### src/rtl/mesi_pkg.sv
// Shared types for the snooping line controller.
// Assumes: the same two-bit command code is used on the request and snoop sides.
package mesi_pkg;

    typedef enum logic [1:0] {
        LS_I = 2'd0,
        LS_S = 2'd1,
        LS_E = 2'd2,
        LS_M = 2'd3
    } line_state_t;

    typedef enum logic [1:0] {
        BC_RD  = 2'd0,
        BC_RDX = 2'd1,
        BC_UPG = 2'd2,
        BC_WB  = 2'd3
    } bus_cmd_t;

endpackage

### src/rtl/mesi_line_array.sv
// Direct-mapped tag and state storage with two read ports (processor, snoop)
// and one write port.
// Assumes: at most one writer per cycle, chosen by the parent.
module mesi_line_array
    import mesi_pkg::*;
#(
    parameter int INDEX_W = 4,
    parameter int TAG_W   = 12
) (
    input  logic               clk,
    input  logic               rst_n,
    input  logic [INDEX_W-1:0] rd_a_idx,
    output line_state_t        rd_a_state,
    output logic [TAG_W-1:0]   rd_a_tag,
    input  logic [INDEX_W-1:0] rd_b_idx,
    output line_state_t        rd_b_state,
    output logic [TAG_W-1:0]   rd_b_tag,
    input  logic               wr_en,
    input  logic [INDEX_W-1:0] wr_idx,
    input  line_state_t        wr_state,
    input  logic [TAG_W-1:0]   wr_tag
);
    localparam int DEPTH = 1 << INDEX_W;

    line_state_t      st_q  [DEPTH];
    logic [TAG_W-1:0] tag_q [DEPTH];

    for (genvar g = 0; g < DEPTH; g++) begin : g_entry
        // Hold one entry; cleared to invalid on reset, rewritten on a matching write.
        always_ff @(posedge clk) begin
            if (!rst_n) begin
                st_q[g]  <= LS_I;
                tag_q[g] <= '0;
            end else if (wr_en && (wr_idx == INDEX_W'(g))) begin
                st_q[g]  <= wr_state;
                tag_q[g] <= wr_tag;
            end
        end
    end

    // Asynchronous read for both ports.
    always_comb begin
        rd_a_state = st_q[rd_a_idx];
        rd_a_tag   = tag_q[rd_a_idx];
        rd_b_state = st_q[rd_b_idx];
        rd_b_tag   = tag_q[rd_b_idx];
    end

endmodule

### src/rtl/mesi_cpu_side.sv
// Processor-side decision: picks local completion or a bus transaction from the
// live line state, and produces the line update when the request is served.
// Assumes: the request is held stable until cpu_ready; a grant is atomic.
module mesi_cpu_side
    import mesi_pkg::*;
#(
    parameter int INDEX_W = 4,
    parameter int TAG_W   = 12
) (
    input  logic                     cpu_req,
    input  logic                     cpu_we,
    input  logic [TAG_W-1:0]         cpu_tag,
    input  logic [INDEX_W-1:0]       cpu_idx,
    input  line_state_t              line_state,
    input  logic [TAG_W-1:0]         line_tag,
    input  logic                     bus_gnt,
    input  logic                     bus_shared_in,
    input  logic                     snp_valid,
    output logic                     cpu_ready,
    output logic                     bus_req,
    output bus_cmd_t                 bus_cmd,
    output logic [TAG_W+INDEX_W-1:0] bus_addr,
    output logic                     upd_en,
    output line_state_t              upd_state,
    output logic [TAG_W-1:0]         upd_tag
);
    logic hit;
    logic need_bus;
    logic served;

    assign hit = (line_state != LS_I) && (line_tag == cpu_tag);

    // Choose between local completion and the bus command to request.
    always_comb begin
        need_bus = 1'b0;
        bus_cmd  = BC_RD;
        bus_addr = {cpu_tag, cpu_idx};
        if (hit) begin
            if (cpu_we && (line_state == LS_S)) begin
                need_bus = 1'b1;
                bus_cmd  = BC_UPG;
            end
        end else if (line_state == LS_M) begin
            need_bus = 1'b1;
            bus_cmd  = BC_WB;
            bus_addr = {line_tag, cpu_idx};
        end else begin
            need_bus = 1'b1;
            bus_cmd  = cpu_we ? BC_RDX : BC_RD;
        end
    end

    assign bus_req   = cpu_req && need_bus;
    assign served    = cpu_req && !snp_valid && (!need_bus || bus_gnt);
    assign cpu_ready = served && !(need_bus && (bus_cmd == BC_WB));
    assign upd_en    = served;

    // Line contents after the served request or transaction.
    always_comb begin
        upd_tag   = cpu_tag;
        upd_state = line_state;
        if (!need_bus) begin
            if (cpu_we) upd_state = LS_M;
        end else begin
            unique case (bus_cmd)
                BC_RD:  upd_state = bus_shared_in ? LS_S : LS_E;
                BC_RDX: upd_state = LS_M;
                BC_UPG: upd_state = LS_M;
                BC_WB: begin
                    upd_state = LS_I;
                    upd_tag   = line_tag;
                end
            endcase
        end
    end

endmodule

### src/rtl/mesi_snoop_side.sv
// Snoop-side decision: reports presence and dirtiness of the snooped line and
// computes its demotion or invalidation.
// Assumes: snooped transactions are atomic and take effect in their own cycle.
module mesi_snoop_side
    import mesi_pkg::*;
#(
    parameter int TAG_W = 12
) (
    input  logic             snp_valid,
    input  bus_cmd_t         snp_cmd,
    input  logic [TAG_W-1:0] snp_tag,
    input  line_state_t      line_state,
    input  logic [TAG_W-1:0] line_tag,
    output logic             snp_shared,
    output logic             snp_dirty,
    output logic             upd_en,
    output line_state_t      upd_state
);
    logic hit;

    assign hit        = snp_valid && (line_state != LS_I) && (line_tag == snp_tag);
    assign snp_shared = hit;
    assign snp_dirty  = hit && (line_state == LS_M);

    // New state of a matching line for each snooped command.
    always_comb begin
        upd_en    = 1'b0;
        upd_state = line_state;
        if (hit) begin
            unique case (snp_cmd)
                BC_RD: begin
                    upd_en    = 1'b1;
                    upd_state = LS_S;
                end
                BC_RDX, BC_UPG: begin
                    upd_en    = 1'b1;
                    upd_state = LS_I;
                end
                BC_WB: upd_en = 1'b0;
            endcase
        end
    end

endmodule

### src/rtl/mesi_snoop_ctrl.sv
// Per-cache four-state snooping coherence controller (top).
// Joins the state array, the processor-side and the snoop-side decisions; a
// snoop owns the single write port in its cycle.
// Assumes: bus_gnt is never asserted in a cycle with snp_valid.
module mesi_snoop_ctrl
    import mesi_pkg::*;
#(
    parameter int ADDR_W  = 16,
    parameter int INDEX_W = 4
) (
    input  logic              clk,
    input  logic              rst_n,
    input  logic              cpu_req,
    input  logic              cpu_we,
    input  logic [ADDR_W-1:0] cpu_addr,
    output logic              cpu_ready,
    output logic              bus_req,
    output logic [1:0]        bus_cmd,
    output logic [ADDR_W-1:0] bus_addr,
    input  logic              bus_gnt,
    input  logic              bus_shared_in,
    input  logic              snp_valid,
    input  logic [1:0]        snp_cmd,
    input  logic [ADDR_W-1:0] snp_addr,
    output logic              snp_shared,
    output logic              snp_dirty
);
    localparam int TAG_W = ADDR_W - INDEX_W;

    logic [INDEX_W-1:0] c_idx, s_idx;
    logic [TAG_W-1:0]   c_tag, s_tag;
    line_state_t        c_state, s_state;
    logic [TAG_W-1:0]   c_line_tag, s_line_tag;
    logic               c_upd_en, s_upd_en;
    line_state_t        c_upd_state, s_upd_state;
    logic [TAG_W-1:0]   c_upd_tag;
    bus_cmd_t           c_bus_cmd;
    logic               wr_en;
    logic [INDEX_W-1:0] wr_idx;
    line_state_t        wr_state;
    logic [TAG_W-1:0]   wr_tag;

    assign c_idx = cpu_addr[INDEX_W-1:0];
    assign c_tag = cpu_addr[ADDR_W-1:INDEX_W];
    assign s_idx = snp_addr[INDEX_W-1:0];
    assign s_tag = snp_addr[ADDR_W-1:INDEX_W];

    mesi_line_array #(.INDEX_W(INDEX_W), .TAG_W(TAG_W)) u_array (
        .clk        (clk),
        .rst_n      (rst_n),
        .rd_a_idx   (c_idx),
        .rd_a_state (c_state),
        .rd_a_tag   (c_line_tag),
        .rd_b_idx   (s_idx),
        .rd_b_state (s_state),
        .rd_b_tag   (s_line_tag),
        .wr_en      (wr_en),
        .wr_idx     (wr_idx),
        .wr_state   (wr_state),
        .wr_tag     (wr_tag)
    );

    mesi_cpu_side #(.INDEX_W(INDEX_W), .TAG_W(TAG_W)) u_cpu (
        .cpu_req       (cpu_req),
        .cpu_we        (cpu_we),
        .cpu_tag       (c_tag),
        .cpu_idx       (c_idx),
        .line_state    (c_state),
        .line_tag      (c_line_tag),
        .bus_gnt       (bus_gnt),
        .bus_shared_in (bus_shared_in),
        .snp_valid     (snp_valid),
        .cpu_ready     (cpu_ready),
        .bus_req       (bus_req),
        .bus_cmd       (c_bus_cmd),
        .bus_addr      (bus_addr),
        .upd_en        (c_upd_en),
        .upd_state     (c_upd_state),
        .upd_tag       (c_upd_tag)
    );

    mesi_snoop_side #(.TAG_W(TAG_W)) u_snoop (
        .snp_valid  (snp_valid),
        .snp_cmd    (bus_cmd_t'(snp_cmd)),
        .snp_tag    (s_tag),
        .line_state (s_state),
        .line_tag   (s_line_tag),
        .snp_shared (snp_shared),
        .snp_dirty  (snp_dirty),
        .upd_en     (s_upd_en),
        .upd_state  (s_upd_state)
    );

    assign bus_cmd = c_bus_cmd;

    // Single write port: a snoop update wins, otherwise the processor update.
    always_comb begin
        wr_en    = s_upd_en || c_upd_en;
        wr_idx   = c_idx;
        wr_state = c_upd_state;
        wr_tag   = c_upd_tag;
        if (s_upd_en) begin
            wr_idx   = s_idx;
            wr_state = s_upd_state;
            wr_tag   = s_line_tag;
        end
    end

    // a grant never shares a cycle with a snoop, and a snoop blocks completion.
    assert_gnt_outside_snoop_R11: assert property (@(posedge clk) disable iff (!rst_n)
        !(bus_gnt && snp_valid));
    assert_snoop_blocks_ready_R11: assert property (@(posedge clk) disable iff (!rst_n)
        snp_valid |-> !cpu_ready);

    // after a read fill, the same held load hits without the bus.
    assert_fill_then_hit_R2: assert property (@(posedge clk) disable iff (!rst_n)
        (bus_gnt && bus_req && bus_cmd == BC_RD && !cpu_we) ##1
        (cpu_req && !cpu_we && $stable(cpu_addr)) |-> !bus_req);

    // a completed store leaves the line writable without the bus.
    assert_silent_store_R4: assert property (@(posedge clk) disable iff (!rst_n)
        (cpu_ready && cpu_we) ##1 (cpu_req && cpu_we && $stable(cpu_addr) && !snp_valid)
        |-> (!bus_req && cpu_ready));

    // an upgrade grant completes the store.
    assert_upgrade_completes_R5: assert property (@(posedge clk) disable iff (!rst_n)
        (bus_gnt && bus_req && bus_cmd == BC_UPG) |-> cpu_ready);

    // a snooped read leaves no dirty copy behind.
    assert_read_snoop_cleans_R7: assert property (@(posedge clk) disable iff (!rst_n)
        (snp_valid && snp_cmd == BC_RD) ##1 (snp_valid && $stable(snp_addr)) |-> !snp_dirty);

    // a snooped ownership request leaves no copy behind.
    assert_own_snoop_drops_R8: assert property (@(posedge clk) disable iff (!rst_n)
        (snp_valid && (snp_cmd == BC_RDX || snp_cmd == BC_UPG)) ##1
        (snp_valid && $stable(snp_addr)) |-> !snp_shared);

    // a snooped write-back changes nothing.
    assert_wb_snoop_inert_R9: assert property (@(posedge clk) disable iff (!rst_n)
        (snp_valid && snp_cmd == BC_WB && !cpu_req) ##1 (snp_valid && $stable(snp_addr))
        |-> (snp_shared == $past(snp_shared) && snp_dirty == $past(snp_dirty)));

    // a victim write-back does not complete the request, and the fill follows.
    assert_wb_not_ready_R10: assert property (@(posedge clk) disable iff (!rst_n)
        (bus_gnt && bus_req && bus_cmd == BC_WB) |-> !cpu_ready);
    assert_wb_then_fill_R10: assert property (@(posedge clk) disable iff (!rst_n)
        (bus_gnt && bus_req && bus_cmd == BC_WB) ##1 (cpu_req && $stable(cpu_addr))
        |-> (bus_cmd != BC_WB));

endmodule

### config.mk
export PLATFORM = sky130hd
export DESIGN_NAME = mesi_snoop_ctrl
export DESIGN_NICKNAME = d
export VERILOG_FILES = /design/src/rtl/mesi_pkg.sv /design/src/rtl/mesi_line_array.sv /design/src/rtl/mesi_cpu_side.sv /design/src/rtl/mesi_snoop_side.sv /design/src/rtl/mesi_snoop_ctrl.sv
export SDC_FILE = /design/constraint.sdc
export NUM_CORES = 1
export LEC_CHECK = 0
export ABC_AREA = 1
export BUFFER_PORTS_ARGS = -buffer_cell sky130_fd_sc_hd__buf_2
export CAP_MARGIN = 20
export CELL_PAD_IN_SITES_DETAIL_PLACEMENT = 1
export CELL_PAD_IN_SITES_GLOBAL_PLACEMENT = 1
export CORE_AREA = 2 2 194 196
export DETAILED_ROUTE_END_ITERATION = 6
export DIE_AREA = 0 0 196 198
export PLACE_DENSITY_LB_ADDON = 0.25
export SYNTH_ARGS = -nofsm -noshare
export SYNTH_HDL_FRONTEND = slang
export SYNTH_HIERARCHICAL = 1
export SYNTH_SLANG_ARGS = --single-unit
### constraint.sdc
create_clock -name clk -period 4.3 [get_ports clk]
set_input_delay 0.215 -clock clk [delete_from_list [all_inputs] [get_ports clk]]
set_output_delay 0.215 -clock clk [all_outputs]
set_load 0.01 [all_outputs]
==> impl_metrics.env <==
export IMPL_drt_initial_drc_count=1339
export IMPL_grt_first_pass_wirelength_microns=88100
export IMPL_cts_buffers=27
export IMPL_routed_via_density=5.55
export IMPL_ys_ff_latch=224
export IMPL_hold_violations=0
export IMPL_postSynthCellCount=2072
export IMPL_dr_pass1_iters=7
export IMPL_clk_latency_ns=0.56
export IMPL_syn_mean_instance_area_sq_um=6.99
export IMPL_cp_required_ns=4.70
export IMPL_power_density_nw_per_um2=367
export IMPL_slew_headroom=0.596
export IMPL_hold_path_class="in -> reg"
export IMPL_post_cts_buffers=0
export IMPL_synthAdderAreaFrac=0.00259
export IMPL_synth_top_area_frac=0.464
export IMPL_yosys_top_cells_count="nand2_1 (678), nand3_1 (405), inv_1 (316), nor2_1 (246), edfxtp_1 (224)"
export IMPL_pin_count=63
export IMPL_die_y_microns=198
export IMPL_synthTopCellsByArea="edfxtp_1 (46%), nand2_1 (18%), nand3_1 (14%)"
export IMPL_port_buffers=62
export IMPL_route_detailed_drc=0
export IMPL_ff2ff_setup_slack_ns=0.42
export IMPL_place_gp_congestion=0.926
export IMPL_area_growth_syn_to_layout_pct=15.2
export IMPL_fillers=4681
export IMPL_rsz0062_at_grt="no"
export IMPL_core_sq_um=37000
export IMPL_max_freq_mhz=258
export IMPL_worst_pin_slew_ns=0.605
export IMPL_synth_compound_area_frac=0.0130
export IMPL_synth_most_common_cell="nand2_1"
export IMPL_critPathCaptureType="flop"
export IMPL_worstSetupStartpoint="u_array/tag_q[7][3]"
export IMPL_path_class="reg -> reg"
export IMPL_start_util=0.392
export IMPL_ant_nets=0
export IMPL_critPathMaxFanout=18
export IMPL_vias=14565
export IMPL_ir_worst_vdd_mv=0.300
export IMPL_drv_cap=0
export IMPL_htree_levels=1
export IMPL_synth_edff_count=224
export IMPL_syn_nets=2116
export IMPL_finClkSkew_ns=0.0147
export IMPL_arrival_ns=4.28
export IMPL_p_leak_uw=0.00818
export IMPL_dominantRegCellSynth="edfxtp_1"
export IMPL_ys_seq_area_frac=0.464
export IMPL_rr_worst_depth=22
export IMPL_grt_max_degree=90
export IMPL_rows=71
export IMPL_dieArea_sq_um=38800
export IMPL_synth_warnings=6
export IMPL_gr_total_overflow=0
export IMPL_fin_crit_ns=3.88
export IMPL_die_w_microns=196
export IMPL_cts_tree="yes"
export IMPL_synth_top_area_cell="edfxtp_1"
export IMPL_finalCritPeriodShare=0.901
export IMPL_status="complete, no violations"
export IMPL_cts_sinks=224
export IMPL_r2r_start="u_array/tag_q[7][3]"
export IMPL_routedWlPerCell_microns=22.7
export IMPL_synth_cell_types=25
export IMPL_start_kind="flop"
export IMPL_multi_input_area_sq_um=5910
export IMPL_synthSimpleGateAreaFrac=0.392
export IMPL_drive_above_1_share=0.103
export IMPL_synth_area_sq_um=14500
export IMPL_clockRootBuffer="clkbuf_16"
export IMPL_regArea_sq_um=6730
export IMPL_synthArstFlopShare=0
export IMPL_antennaDiodeCount=0
export IMPL_wl_microns=59500
export IMPL_timing_rr_end="u_array/tag_q[0][11]"
export IMPL_synth_xor_area_share=0.000604
export IMPL_cts_hold_buffers_added=0
export IMPL_setup_ws_ns=0.424
export IMPL_post_place_ws_ns=0.199
export IMPL_min_from="rst_n"
export IMPL_cts_resized=0
export IMPL_drv_slew=0
export IMPL_dp_hpwl_microns=41100
export IMPL_fin_nets=2172
export IMPL_final_setup_viol_count=0
export IMPL_fin_tns_setup_ns=0
export IMPL_globalRouteTotalUtil=0.304
export IMPL_antenna_found_initial=0
export IMPL_hold_depth=3
export IMPL_synth_top_family_by_area="simple AND/OR/NAND/NOR gates"
export IMPL_muxShareOfSynthArea=0
export IMPL_clk_pin_slew_ns=0.06
export IMPL_grt_pass1_vias=14358
export IMPL_clk_path_buf_depth=3
export IMPL_min_to="u_array/st_q[9][0]"
[area by class of cell]
cell class              count  share of cell area
clock buffers              32              0.0416
multi-input cells        1395               0.354
flip-flops and latches    224               0.403
well taps                 474              0.0355
inverters                 320              0.0721
clock inverters            17              0.0151
repair buffers            160              0.0787
[logic make-up after synthesis]
group | count (synthesis)
AND/OR/NAND/NOR | 1354
buffers and inverters | 453
flip-flops | 224
AO/OA/AOI/OAI | 37
adder cells (fa/ha/maj) | 3
XOR/XNOR | 1
[routing by layer]
metal	global-route usage	part of all wire	up-vias
met2	0.471	0.43	698
met3	0.0433	0.085	135
met1	0.419	0.43	7128
li1	-	-	6604
met4	0.148	0.052	0
met5	0	0	-
[registers in the layout, indices dropped and copies added, names as in the netlist]
register       count
u_array/tag_q    192
u_array/st_q      32
[placed cells by master, fill, tap and decap left out]
master	n
and2_4	1
nand3_1	405
ha_1	3
nor3_4	2
nor3_1	1
clkinv_2	5
clkbuf_16	27
edfxtp_1	224
or2_1	1
bufinv_16	6
inv_2	6
o21ai_1	8
nand2_2	4
nand4_1	11
buf_2	60
inv_6	1
clkinv_1	2
nor2_1	246
nor3_2	1
clkinv_4	2
inv_1	312
a21boi_0	1
nor2_2	3
buf_12	21
nand2_1	678
buf_4	79
clkbuf_1	5
nand3_2	1
o21ai_0	28
clkinvlp_4	3
xnor2_1	1
[power breakdown]
part	total, uW	internal (uW)	switching, uW
Combinational	1150	315	834
Sequential	2490	2470	22.3
Clock	2490	1520	970
Total	6130	4300	1830
[metrics by stage]
step	utilization	power [uW]	area [sq um]	hold WS (ns)	instances
final	0.452	6130	16700	0.459	2622
after global routing	0.452	6330	16700	0.471	2622
after CTS	0.452	6150	16700	0.423	2622
after detailed placement	0.426	3660	15800	0.711	2573
after global placement	0.426	3630	15800	0.709	2573
after floorplan	-	3150	14500	0.522	2072
[critical path, cell delays in order (launching register included)]
cell and delay [ns]:
edfxtp_1 0.36, inv_1 0.11, nand2_1 0.06, nand3_1 0.09, nand3_1 0.15, nand3_1 0.29
nand2_1 0.24, nand2_1 0.15, nand2_1 0.06, nor2_1 0.11, nand2_1 0.07, nor2_1 0.13
nand2_2 0.10, nor2_1 0.11, buf_4 0.21, inv_2 0.19, nand2_1 0.11, nand2_1 0.11
nor2_1 0.35, buf_4 0.21, nand3_1 0.10, buf_4 0.26, nor2_1 0.15
[how the worst max path moves through the flow]
stage,cells after the start,end
floorplan,23,u_array/st_q[13][0]
global placement,28,u_array/st_q[5][0]
detailed placement,23,u_array/tag_q[4][5]
CTS,22,u_array/tag_q[0][3]
global route,21,u_array/tag_q[4][6]
finish,22,u_array/tag_q[0][11]
(Power assumes the default switching activity.)
